[src/rtl/agc_pkg.sv]
// Shared types and constants for the receive gain hold block.
// Assumes the gain code is a 3-bit value in 6 dB steps, 0..6.
package agc_pkg;
    localparam int CODE_W   = 3;
    localparam int CODE_MAX = 6;
    localparam int MAG_W    = 8;

    typedef logic [CODE_W-1:0] gain_t;

    // Decision produced at the end of each observation window.
    typedef enum logic [1:0] {
        STEP_HOLD = 2'd0,
        STEP_UP   = 2'd1,
        STEP_DN   = 2'd2
    } step_e;
endpackage

[src/rtl/agc_peak_window.sv]
// Peak detector over a fixed window of accepted samples.
// At the end of each window it emits a one-cycle step decision.
// Assumes that clear (freeze or power-down) discards a partly filled window.
module agc_peak_window
    import agc_pkg::*;
#(
    parameter int WIN_LEN = 256,
    parameter int HI_TH   = 112,
    parameter int LO_TH   = 48
) (
    input  logic             clk,
    input  logic             rst_n,
    input  logic             clear,
    input  logic             smp_valid,
    input  logic [MAG_W-1:0] smp_mag,
    output step_e            step
);
    localparam int CNT_W = (WIN_LEN > 1) ? $clog2(WIN_LEN) : 1;
    localparam logic [CNT_W-1:0] LAST = CNT_W'(WIN_LEN - 1);

    logic [CNT_W-1:0] cnt_q;
    logic [MAG_W-1:0] peak_q;
    logic [MAG_W-1:0] peak_next;
    step_e            step_q;

    // Running maximum including the current sample.
    always_comb begin
        peak_next = (smp_mag > peak_q) ? smp_mag : peak_q;
    end

    // Count samples, track the peak and decide at the window end.
    always_ff @(posedge clk) begin
        if (!rst_n || clear) begin
            cnt_q  <= '0;
            peak_q <= '0;
            step_q <= STEP_HOLD;
        end else begin
            step_q <= STEP_HOLD;
            if (smp_valid) begin
                if (cnt_q == LAST) begin
                    cnt_q  <= '0;
                    peak_q <= '0;
                    if (peak_next > MAG_W'(HI_TH))
                        step_q <= STEP_DN;
                    else if (peak_next < MAG_W'(LO_TH))
                        step_q <= STEP_UP;
                end else begin
                    cnt_q  <= cnt_q + 1'b1;
                    peak_q <= peak_next;
                end
            end
        end
    end

    assign step = step_q;

    AST_CLEAR_HOLDS: assert property (@(posedge clk) disable iff (!rst_n)
        clear |=> step == STEP_HOLD);
endmodule

[src/rtl/agc_code_stepper.sv]
// Saturating up/down gain code register driven by window decisions.
// Assumes that freeze blocks all updates and power-down forces maximum gain.
module agc_code_stepper
    import agc_pkg::*;
(
    input  logic  clk,
    input  logic  rst_n,
    input  logic  pwr_down,
    input  logic  freeze,
    input  step_e step,
    output gain_t track_code
);
    localparam gain_t MAXC = gain_t'(CODE_MAX);

    gain_t track_q;

    // Apply one step per decision and saturate at both ends.
    always_ff @(posedge clk) begin
        if (!rst_n || pwr_down) begin
            track_q <= MAXC;
        end else if (!freeze) begin
            if (step == STEP_DN && track_q != '0)
                track_q <= track_q - 1'b1;
            else if (step == STEP_UP && track_q != MAXC)
                track_q <= track_q + 1'b1;
        end
    end

    assign track_code = track_q;

    AST_FROZEN_CODE: assert property (@(posedge clk) disable iff (!rst_n)
        (freeze && !pwr_down) |=> track_q == $past(track_q));
    AST_STEP_DOWN: assert property (@(posedge clk) disable iff (!rst_n)
        (step == STEP_DN && !freeze && !pwr_down && track_q != '0)
        |=> track_q == $past(track_q) - 1'b1);
    AST_STEP_UP: assert property (@(posedge clk) disable iff (!rst_n)
        (step == STEP_UP && !freeze && !pwr_down && track_q != MAXC)
        |=> track_q == $past(track_q) + 1'b1);
endmodule

[src/rtl/agc_hold_ctrl.sv]
// Save, force and restore control for the output gain code.
// On transmit start it keeps the tracked code and drives code 0;
// on transmit end it drives the kept code again.
// Assumes tx_act is synchronous to clk.
module agc_hold_ctrl
    import agc_pkg::*;
(
    input  logic  clk,
    input  logic  rst_n,
    input  logic  pwr_down,
    input  logic  tx_act,
    input  gain_t track_code,
    output logic  forced,
    output gain_t gain_code
);
    localparam gain_t MAXC = gain_t'(CODE_MAX);

    gain_t gain_q;
    gain_t saved_q;
    logic  forced_q;

    // Sequence the output between tracking, forced-low and restore.
    always_ff @(posedge clk) begin
        if (!rst_n || pwr_down) begin
            gain_q   <= MAXC;
            saved_q  <= '0;
            forced_q <= 1'b0;
        end else if (tx_act) begin
            if (!forced_q)
                saved_q <= track_code;
            forced_q <= 1'b1;
            gain_q   <= '0;
        end else if (forced_q) begin
            forced_q <= 1'b0;
            gain_q   <= saved_q;
        end else begin
            gain_q   <= track_code;
        end
    end

    assign forced    = forced_q;
    assign gain_code = gain_q;

    AST_FORCE_LOW: assert property (@(posedge clk) disable iff (!rst_n)
        (tx_act && !pwr_down) |=> gain_q == '0);
    AST_RESTORE: assert property (@(posedge clk) disable iff (!rst_n)
        (forced_q && !tx_act && !pwr_down) |=> gain_q == $past(saved_q));
    AST_PD_MAX: assert property (@(posedge clk) disable iff (!rst_n)
        pwr_down |=> gain_q == MAXC);
    AST_CODE_RANGE: assert property (@(posedge clk) disable iff (!rst_n)
        gain_q <= MAXC);
endmodule

[src/rtl/agc_gain_hold.sv]
// Top of the receive gain hold block: peak window, code stepper and
// transmit hold control. Assumes all inputs are synchronous to clk.
module agc_gain_hold
    import agc_pkg::*;
#(
    parameter int WIN_LEN = 256,
    parameter int HI_TH   = 112,
    parameter int LO_TH   = 48
) (
    input  logic                clk,
    input  logic                rst_n,
    input  logic                pwr_down,
    input  logic                tx_data_n,
    input  logic                smp_valid,
    input  logic [MAG_W-1:0]    smp_mag,
    output logic [CODE_W-1:0]   gain_code
);
    logic  tx_act;
    logic  forced;
    logic  freeze;
    step_e step;
    gain_t track_code;

    // Transmit is active low; freeze covers the restore cycle as well.
    assign tx_act = ~tx_data_n;
    assign freeze = tx_act | forced;

    agc_peak_window #(
        .WIN_LEN (WIN_LEN),
        .HI_TH   (HI_TH),
        .LO_TH   (LO_TH)
    ) u_win (
        .clk       (clk),
        .rst_n     (rst_n),
        .clear     (freeze | pwr_down),
        .smp_valid (smp_valid),
        .smp_mag   (smp_mag),
        .step      (step)
    );

    agc_code_stepper u_step (
        .clk        (clk),
        .rst_n      (rst_n),
        .pwr_down   (pwr_down),
        .freeze     (freeze),
        .step       (step),
        .track_code (track_code)
    );

    agc_hold_ctrl u_hold (
        .clk        (clk),
        .rst_n      (rst_n),
        .pwr_down   (pwr_down),
        .tx_act     (tx_act),
        .track_code (track_code),
        .forced     (forced),
        .gain_code  (gain_code)
    );
endmodule

[config.mk]
export PLATFORM = sky130hd
export DESIGN_NAME = agc_gain_hold
export DESIGN_NICKNAME = d
export VERILOG_FILES = /design/src/rtl/agc_pkg.sv /design/src/rtl/agc_peak_window.sv /design/src/rtl/agc_code_stepper.sv /design/src/rtl/agc_hold_ctrl.sv /design/src/rtl/agc_gain_hold.sv
export SDC_FILE = /design/constraint.sdc
export NUM_CORES = 1
export LEC_CHECK = 0
export BUFFER_PORTS_ARGS = -buffer_cell sky130_fd_sc_hd__buf_2
export CAP_MARGIN = 5
export CORE_MARGIN = 2
export CORE_UTILIZATION = 55
export DETAILED_ROUTE_END_ITERATION = 8
export PLACE_DENSITY = 0.86
export SYNTH_ARGS = -nofsm -noshare
export SYNTH_HDL_FRONTEND = slang
export SYNTH_SLANG_ARGS = --single-unit
export TNS_END_PERCENT = 10
[constraint.sdc]
create_clock -name clk -period 4.4 [get_ports clk]
set_input_delay 0.22 -clock clk [delete_from_list [all_inputs] [get_ports clk]]
set_output_delay 0.22 -clock clk [all_outputs]
set_load 0.1 [all_outputs]
# Word-level counts from Yosys, hierarchy flattened
# Cells that the tools add are included.
dict set report totals {
  register_bits 28
  input_bits 13
}
dict set report op_classes {
  n_addsub 3
  n_lt_le_gt_ge 3
  eq_ne 4
  muxes 10
  bitwise 6
  n_reduce_logical 11
}
# cell n
set ops {}
lappend ops {{$mux 8} 3}
lappend ops {{$mux 3} 4}
lappend ops {{$add 8x1->8 const B} 1}
lappend ops {{$eq 8x8->1 const B} 1}
lappend ops {{$gt 8x7->1 const B} 1}
lappend ops {{$gt 8x8->1} 1}
lappend ops {{$lt 8x6->1 const B} 1}
lappend ops {{$not 1->1} 4}
lappend ops {{$reduce_or 4->1} 1}
lappend ops {{$add 3x1->3 const B} 1}
lappend ops {{$ne 3x3->1 const B} 1}
lappend ops {{$reduce_bool 3->1} 1}
lappend ops {{$reduce_or 3->1} 1}
lappend ops {{$sub 3x1->3 const B} 1}
lappend ops {{$eq 2x1->1 const B} 1}
lappend ops {{$eq 2x2->1 const B} 1}
lappend ops {{$logic_and 1x1->1} 2}
lappend ops {{$logic_or 1x1->1} 2}
lappend ops {{$mux 1} 2}
lappend ops {{$mux 2} 1}
lappend ops {{$or 1x1->1} 2}
lappend ops {{$reduce_and 2->1} 1}
lappend ops {{$reduce_bool 2->1} 1}
lappend ops {{$reduce_or 2->1} 1}
lappend ops {{$logic_not 1->1} 1}

# Longest topological paths before layout
# Gate-level depths: netlist (run 1).
dict set report logic_depth {
  word_depth 5
  depth_mapped 7
  ltp_nobuf 7
}

# By module
# A second synthesis (run 1) with hierarchy kept.
dict set report unflattened {
  hier_cells 158
  hier_area_um2 1488.9
}
# module instances cells_each area_each_um2 seq_area_each_um2
set modules_own_cells {}
lappend modules_own_cells {agc_peak_window 1 108 988.4 360.3}
lappend modules_own_cells {agc_hold_ctrl 1 23 259.0 140.1}
lappend modules_own_cells {agc_code_stepper 1 24 221.5 60.1}
lappend modules_own_cells {agc_gain_hold 1 3 20.0 0.0}

# Least setup slack after synthesis (run 1)
# OpenSTA, ideal clock, no wires.
dict set report synth_path {
  path_type {register to register}
  start {register u_step.track_q[0], in the netlist u_step.track_code[0]}
  end {register u_step.track_q[2], in the netlist u_step.track_code[2]}
  t_arrival_ns 1.716
  required_time_ns 4.278
  setup_slack_ns 2.562
  stages_incl_launch_ff 8
  period_less_slack_ns 1.838
  cell_sequence {dfxtp_1 > or3_1 > nand2_1 > fa_1 > a21o_1 > a2111oi_2 > xnor2_1 > nand2_1}
}
dict set report synth_between {
  elab_chain_len 4
  word_cells_on_any_way 10
  cone_classes {add/sub (2); eq/ne (1); mux (2); reduce/logical (5)}
}
# element line_no
set synth_lines {}
lappend synth_lines {{start: declaration} agc_code_stepper.sv:15} ;# gain_t track_q;
lappend synth_lines {{start signal: assignment} agc_code_stepper.sv:23} ;# track_q <= track_q - 1'b1;
lappend synth_lines {{start signal: assignment} agc_code_stepper.sv:25} ;# track_q <= track_q + 1'b1;
lappend synth_lines {{parallel branches: the longest is 4 deep, another holds $add 3x1->3} --}
# Several ways; the timed one is not identified. The select of a mux whose other input is x is not followed.
# A chain may end at the register's enable or synchronous reset.

# Worst setup path in the final report (run 1)
dict set report layout_path {
  start {register u_win.peak_q[1]}
  end {register u_win.peak_q[3]}
}
dict set report layout_between {
  elab_chain_len 3
}
# element line_no
set layout_lines {}
lappend layout_lines {{start: declaration} agc_peak_window.sv:22} ;# logic [MAG_W-1:0] peak_q;
lappend layout_lines {{start signal: assignment} agc_peak_window.sv:49} ;# peak_q <= peak_next;
lappend layout_lines {{$gt 8x8->1} agc_peak_window.sv:28} ;# peak_next = (smp_mag > peak_q) ? smp_mag : peak_q;
lappend layout_lines {{$mux 8} agc_peak_window.sv:28}
lappend layout_lines {{$mux 8} agc_peak_window.sv:40} ;# if (cnt_q == LAST) begin
# Every way passes these cells.

==> flow_summary.toml, run 1 <==
[outcome]
outcome = "completed"

[floorplan]
die_x_um = 55.0
coreArea_mm2 = 0.00248
placement_rows = 18
effective_utilization_at_floorplan = 0.578
die_area_mm2 = 0.00303
top_level_i_o_count = 16
die-height_um = 55.0

[finish]
final_net_count = 208
synthToLayoutAreaGrowth_pct = 10.8
leading_cell_types_in_the_layout_fill_and_taps_excluded = "sky130_fd_sc_hd__dfxtp_1 (28), sky130_fd_sc_hd__inv_1 (20), sky130_fd_sc_hd__buf_2 (15), sky130_fd_sc_hd__nand2_1 (14), sky130_fd_sc_hd__nor2_1 (13)"
area_occupied_by_multi_input_gates_um2 = 785
num_antenna_cells = 0
seq_area_um2 = 561
final_layout_size_suffix_gt1_frac = 0.125
layout_commonest_cell = "sky130_fd_sc_hd__dfxtp_1"
layout.filler_cells = 210
final_std_cells_w_o_fill = 214

[route]
detailedRoute.firstPassIterationCount = 4
top_layer_used = "met4"
wl_met1_mm = 1.20
met3_wirelength_um = 105
wirelength_mm = 2.83
drt.antenna.violating_nets = 0
drt-initial-drc-count = 33
remaining_drc_errors = 0
routed_via_density = 5.87
post_drt_wl_per_cell_um = 13.2
met2WireLength_mm = 1.47
num_vias = 1257

[timing]
finalWorstPathRequiredPeriod_ps = 2070
worst_slew_margin_rel = 0.570
rsz0062_at_grt = "false"
setup_viol = 0
report.final.hold_viol_count = 0
timing_worst_slew_pin_value_ps = 642
post_route_clock_skew_ps = 6.95
setup_total_negative_slack_ps = 0
final_max_slew_viol_count = 0
highest_attainable_clock_frequency_mhz = 482
timing.final.crit_share = 0.471

[clock_tree]
cts-root-buf = "sky130_fd_sc_hd__clkbuf_4"
cts_buffers = 3
htreeDepth = 1
worstSkewPairLatency_ps = 330
clkSinkCount = 28
tritoncts = "done"
cts_post_setup_buffers_inserted = 0
cts_hold_buffers = 0
clk_pin_slew_worst_setup_hold_paths_ps = 150
clock_tree.buffer_depth = 2
cts_resized = 0

[synthesis]
yosys.area_share.adder = 0.0927
synth-seq-cells = 28
synth_xor_area_frac = 0.0490
yosys.area.top_type_share = 0.392
seq_area_frac_synth = 0.392
syn-instance-count = 168
synth_area_mm2 = 0.00143
number_of_synthesized_flops_with_an_enable_pin = 0
synthesis.nets = 191
yosys.area_share.simple = 0.181
dominantRegCellSynth = "sky130_fd_sc_hd__dfxtp_1"
synth.top_cells.by_area = "sky130_fd_sc_hd__dfxtp_1 (39%), sky130_fd_sc_hd__ha_1 (7.9%), sky130_fd_sc_hd__inv_1 (5.2%)"
synth_compound_gate_area_share = 0.197
netlist.top_cell.by_area = "sky130_fd_sc_hd__dfxtp_1"
dominant_combinational_cell_family_by_area_after_synthesis = "compound AO/OA/AOI/OAI gates"
post_synth_num_cell_types = 34
synthMuxAreaShare = 0.0288
syn_area_per_cell_um2 = 8.52
synthArstFlopShare = 0
synth_warn = 0

[hold_path]
holdCritPathClass = "in2reg"

[global_routing]
first_global_vias = 1234
grt_antenna_before_repair = 0
grt_first_pass_wirelength_mm = 4.92
grt_usage = 0.223
grt_max_degree = 17
grt-ovfl-total = 0

[setup_path]
cp.arrival_ps = 2260
timing_worst_setup_path_type = "reg2reg"
rr_worst_depth = 7
worst-path-max-fanout = 8
critPathCaptureType = "register"
timing.critical_path.required_ps = 4590
critical_path.startpoint_type = "register"
crit_path_start = "u_win.peak_q[1]$_SDFFE_PP0P_"
worst_setup_slack_for_register_to_register_paths_ps = 2330
worstReg2RegStart = "u_win.peak_q[1]$_SDFFE_PP0P_"
rr_endpoint = "u_win.peak_q[3]$_SDFFE_PP0P_"
cp-endpoint = "u_win.peak_q[3]$_SDFFE_PP0P_"

[placement]
hpwlAfterDp_mm = 2.25
place_inst = 210
place_congestion = 0.838
numPortBuffers = 15

[power]
static-leakage-power_nw = 0.592
power.ir.vdd_worst_mv = 0.197
cell_area_power_density_mw_per_mm2 = 303

[run]
max_cap_viol_count = 0
## worst min path at each step
stage	cells after the start	startpoint	slack, ps	to
after floorplan	1	tx_data_n	290	u_hold.forced$_SDFF_PP0_
after global placement	3	pwr_down	450	u_step.track_code[2]$_SDFFE_PP1P_
after detailed placement	3	pwr_down	460	u_step.track_code[2]$_SDFFE_PP1P_
after CTS	2	tx_data_n	110	u_hold.forced$_SDFF_PP0_
after global routing	3	pwr_down	130	u_step.track_code[2]$_SDFFE_PP1P_
final	3	pwr_down	120	u_step.track_code[2]$_SDFFE_PP1P_
## synth_stat cells, types with 3 or more instances
library cell,number
sky130_fd_sc_hd__mux2i_1,3
sky130_fd_sc_hd__nand2b_1,3
sky130_fd_sc_hd__o21ai_0,10
sky130_fd_sc_hd__nor3_1,3
sky130_fd_sc_hd__nor2b_1,3
sky130_fd_sc_hd__a21oi_1,11
sky130_fd_sc_hd__xnor2_1,6
sky130_fd_sc_hd__inv_1,20
sky130_fd_sc_hd__a211oi_1,3
sky130_fd_sc_hd__ha_1,9
sky130_fd_sc_hd__nand3_1,3
sky130_fd_sc_hd__clkbuf_1,3
sky130_fd_sc_hd__o32ai_1,7
sky130_fd_sc_hd__nand4_1,5
sky130_fd_sc_hd__nand2_1,14
sky130_fd_sc_hd__nor4_1,3
sky130_fd_sc_hd__dfxtp_1,28
sky130_fd_sc_hd__nor2_1,13
## stage by stage
| step | worst slack [ps] | util | area (um2) | total power, mW | hold WS (ps) |
|---|---|---|---|---|---|
| 2_1_floorplan | 2560 | - | 1430 | 0.301 | 292 |
| 3_3_place_gp | 2470 | 0.619 | 1530 | 0.315 | 445 |
| 3_5_place_dp | 2350 | 0.619 | 1530 | 0.318 | 464 |
| 4_1_cts | 2330 | 0.640 | 1590 | 0.485 | 113 |
| 5_1_grt | 2140 | 0.640 | 1590 | 0.498 | 130 |
| 6_report | 2330 | 0.640 | 1590 | 0.481 | 122 |
## power by group
part / switching, mW / internal (mW) / total (mW)
sequential: 0.00250 / 0.257 / 0.260
clock: 0.0760 / 0.0921 / 0.168
combinational: 0.0340 / 0.0189 / 0.0529
total: 0.112 / 0.368 / 0.481
## final cells by class
class,instances,share of cell area
multi-input cells,117,0.495
flip-flops and latches,28,0.354
repair buffers,15,0.0474
inverters,20,0.0474
well taps,30,0.0237
clock inverters,1,0.0189
clock buffers,3,0.0142
## kinds of logic (layout without fill, tap and decap cells)
group	count (synthesis)	count (layout)
AND/OR/NAND/NOR	53	53
AO/OA/AOI/OAI	42	42
flip-flops	28	28
buffers and inverters	23	39
adder cells (fa/ha/maj)	10	10
XOR/XNOR	8	8
multiplexers	4	4
## critical path, cell delays in order, from the launching register on
cell and delay, ps:
sky130_fd_sc_hd__dfxtp_1 370, sky130_fd_sc_hd__inv_1 60, sky130_fd_sc_hd__ha_1 280, sky130_fd_sc_hd__nor2b_1 130
sky130_fd_sc_hd__o211ai_1 190, sky130_fd_sc_hd__a21oi_1 150, sky130_fd_sc_hd__o211ai_1 560, sky130_fd_sc_hd__o32ai_1 190
## sequential cells by signal, summed over array words and instances, names as in the netlist
register / count
u_hold.forced: 1
u_hold.gain_code: 3
u_hold.saved_q: 3
u_step.track_code: 3
u_win.cnt_q: 8
u_win.peak_q: 8
u_win.step: 2
## layer usage
| layer | vias to the layer above | track usage |
|---|---|---|
| met1 | 591 | 0.243 |
| met3 | 8 | 0.0323 |
| li1 | 629 | - |
| met5 | - | 0 |
| met4 | 0 | 0.0854 |
| met2 | 29 | 0.427 |
No activity file was read; power rests on OpenSTA's default activity.
==> run 2: changes to the inputs <==
--- a/config.mk
+++ b/config.mk
@@ -8,9 +8,9 @@
 export BUFFER_PORTS_ARGS = -buffer_cell sky130_fd_sc_hd__buf_2
 export CAP_MARGIN = 5
 export CORE_MARGIN = 2
-export CORE_UTILIZATION = 55
+export CORE_UTILIZATION = 51
 export DETAILED_ROUTE_END_ITERATION = 8
-export PLACE_DENSITY = 0.86
+export PLACE_DENSITY = 0.84
 export SYNTH_ARGS = -nofsm -noshare
 export SYNTH_HDL_FRONTEND = slang
 export SYNTH_SLANG_ARGS = --single-unit
==> constraint.sdc (replaced) <==
create_clock -name clk -period 1.8 [get_ports clk]
set_input_delay 0.09 -clock clk [delete_from_list [all_inputs] [get_ports clk]]
set_output_delay 0.09 -clock clk [all_outputs]
set_load 0.1 [all_outputs]
==> run 2 against run 1 <==
  * The flow now finishes with violations (setup timing)
  * Sequential share of layout area down 6.9 points
  * Non-clock buffer count increased by 30
  * Utilization increased by 11 points
  * Clock power grew to 2.5 times the previous value
  * Largest cell class unchanged
  * Power rose to 2.6 times the previous value
  * Clock-buffer cell count unchanged
  * Sequential power is 140% higher
  * Via count up 15%
  * Design area up 27%
  * Worst hold slack got worse by 96 ps
  * Worst setup slack worse by 2500 ps
  * First-iteration DRC count grew 70%
==> flow_summary.toml, run 2 (synthesis gave the netlist of run 1 again) <==
[outcome]
outcome = "complete, but fails checks"
violations = "setup timing"

[placement]
hpwlAfterDp_mm = 2.61
place_congestion = 0.830
numPortBuffers = 15
placement.cell_area_mm2 = 0.00168

[clock_tree]
tritoncts = "done"
worstSkewPairLatency_ps = 330
cts_buffers = 3
htreeDepth = 1
clock_tree.buffer_depth = 2
clk_pin_slew_worst_setup_hold_paths_ps = 160
cts-root-buf = "sky130_fd_sc_hd__clkbuf_4"
clkSinkCount = 28

[power]
power.ir.vdd_worst_mv = 0.630
static-leakage-power_nw = 0.765
cell_area_power_density_mw_per_mm2 = 622
totalPowerFinal_mw = 1.26

[timing]
rsz0062_at_grt = "true"
post_route_clock_skew_ps = 5.15
hold_worst_slack_ps = 25.4
layout_setup_ws_ps = -177
finalWorstPathRequiredPeriod_ps = 1980
final_max_slew_viol_count = 0
setup_viol = 11
worst_slew_margin_rel = 0.680
timing.final.crit_share = 1.10
timing_worst_slew_pin_value_ps = 476
highest_attainable_clock_frequency_mhz = 506
report.final.hold_viol_count = 0

[floorplan]
top_level_i_o_count = 16
die_area_mm2 = 0.00325
coreArea_mm2 = 0.00271
die-height_um = 57.0
effective_utilization_at_floorplan = 0.528
placement_rows = 19
die_x_um = 57.0

[setup_path]
crit_path_max_incr_delay_ps = 370
critical_path.cell_chain = "inv_2, ha_4, nand4_1, buf_4, buf_4, o21ai_0, nand3_1, a211oi_2"
critPathCaptureType = "register"
crit_path_top_delay_cell = "sky130_fd_sc_hd__dfxtp_2"
timing.critical_path.mode_cell = "sky130_fd_sc_hd__buf_4"
timing_worst_setup_path_type = "reg2reg"
worstReg2RegStart = "u_win.peak_q[1]$_SDFFE_PP0P_"
timing.critical_path.required_ps = 2040
cp.arrival_ps = 2220
critical_path.startpoint_type = "register"
crit_path_start = "u_win.peak_q[1]$_SDFFE_PP0P_"
worst-path-max-fanout = 2

[finish]
leading_cell_types_in_the_layout_fill_and_taps_excluded = "sky130_fd_sc_hd__buf_4 (27), sky130_fd_sc_hd__dfxtp_1 (17), sky130_fd_sc_hd__buf_2 (15), sky130_fd_sc_hd__inv_1 (14), sky130_fd_sc_hd__nand2_1 (14)"
final_net_count = 238
final_layout_size_suffix_gt1_frac = 0.411
finish.utilization = 0.746
num_antenna_cells = 0
layout_commonest_cell = "sky130_fd_sc_hd__buf_4"
postLayoutCellArea_mm2 = 0.00202
synthToLayoutAreaGrowth_pct = 41.2
largest_registers = "u_win.cnt_q: 8 flops, u_win.peak_q: 8 flops"

[route]
wirelength_mm = 4.14
drt-initial-drc-count = 56
met3_wirelength_um = 132
wl_met1_mm = 1.63
remaining_drc_errors = 0
num_vias = 1451
detailedRoute.firstPassIterationCount = 4
post_drt_wl_per_cell_um = 16.9
routed_via_density = 5.92
met2WireLength_mm = 2.26
drt.antenna.violating_nets = 0
top_layer_used = "met4"

[hold_path]
worstHoldStart = "smp_mag[2]"
holdCritPathClass = "in2reg"

[global_routing]
grt_usage = 0.243
grt_antenna_before_repair = 0
grt_max_degree = 17
first_global_vias = 1409
grt-ovfl-total = 0
grt_first_pass_wirelength_mm = 6.25

[run]
max_cap_viol_count = 0
[run 2: changes by cell type in the layout (fill, tap and decap cells not counted), moves of 3 or more]
cell and delta:
sky130_fd_sc_hd__inv_2 +6, sky130_fd_sc_hd__o32ai_2 +4, sky130_fd_sc_hd__a21oi_1 -4, sky130_fd_sc_hd__buf_4 +27, sky130_fd_sc_hd__inv_1 -6, sky130_fd_sc_hd__o32ai_1 -5
sky130_fd_sc_hd__ha_1 -6, sky130_fd_sc_hd__o21ai_1 +3, sky130_fd_sc_hd__dfxtp_1 -11, sky130_fd_sc_hd__ha_4 +6, sky130_fd_sc_hd__o21ai_0 -3, sky130_fd_sc_hd__dfxtp_2 +11
sky130_fd_sc_hd__a21oi_2 +3
[run 2: area by class of cell]
| type | instances | area [um2] |
|---|---|---|
| fillers | 185 | 689 |
| clock inverters | 1 | 30.0 |
| well taps | 31 | 38.8 |
| inverters | 20 | 75.1 |
| flip-flops and latches | 28 | 574 |
| repair buffers | 45 | 309 |
| multi-input cells | 117 | 971 |
| clock buffers | 3 | 22.5 |
[run 2: stage by stage]
stage	setup WS, ps	std cells	TNS [ps]
6_report	-177	245	-1200
3_3_place_gp	-137	229	-1040
4_1_cts	-79.8	243	-542
5_1_grt	-264	245	-2220
2_1_floorplan	17.3	168	0
3_5_place_dp	-317	229	-2460
[run 2: critical path: cells and delay by family (launching register included)]
family / cells / cell delay, ps
compound gates: 2 / 570
fa+ha+maj: 1 / 260
buf+inv: 3 / 360
flops: 1 / 370
simple gates: 2 / 320
[run 2: what timing repair did]
item,in CTS,in global routing
buffers inserted,8,2
resized for setup,25,15
endpoints found under the setup margin,10,13
hold buffers,2,0
pin swaps,12,5
endpoints found under the hold margin,2,0
[run 2: final timing paths]
check / depth (start not counted) / endpoint / slack (ps)
worst min-delay path: 3 / u_win.peak_q[2]$_SDFFE_PP0P_ / 30
worst min register to register: 2 / u_hold.saved_q[1]$_SDFFE_PP0N_ / 500
worst max-delay path: 8 / u_win.step[0]$_SDFF_PP0_ / -180
worst max register to register: 8 / u_win.step[0]$_SDFF_PP0_ / -180
[run 2: power breakdown]
part / total [mW] / switching [mW] / internal [mW]
combinational: 0.200 / 0.115 / 0.0848
clock: 0.421 / 0.195 / 0.225
sequential: 0.636 / 0.00663 / 0.629
[run 2: routing by layer]
metal	global-route usage	up-vias
li1	-	685
met1	0.267	712
met2	0.476	39
met3	0.0272	15
met4	0.0831	0
met5	0	-
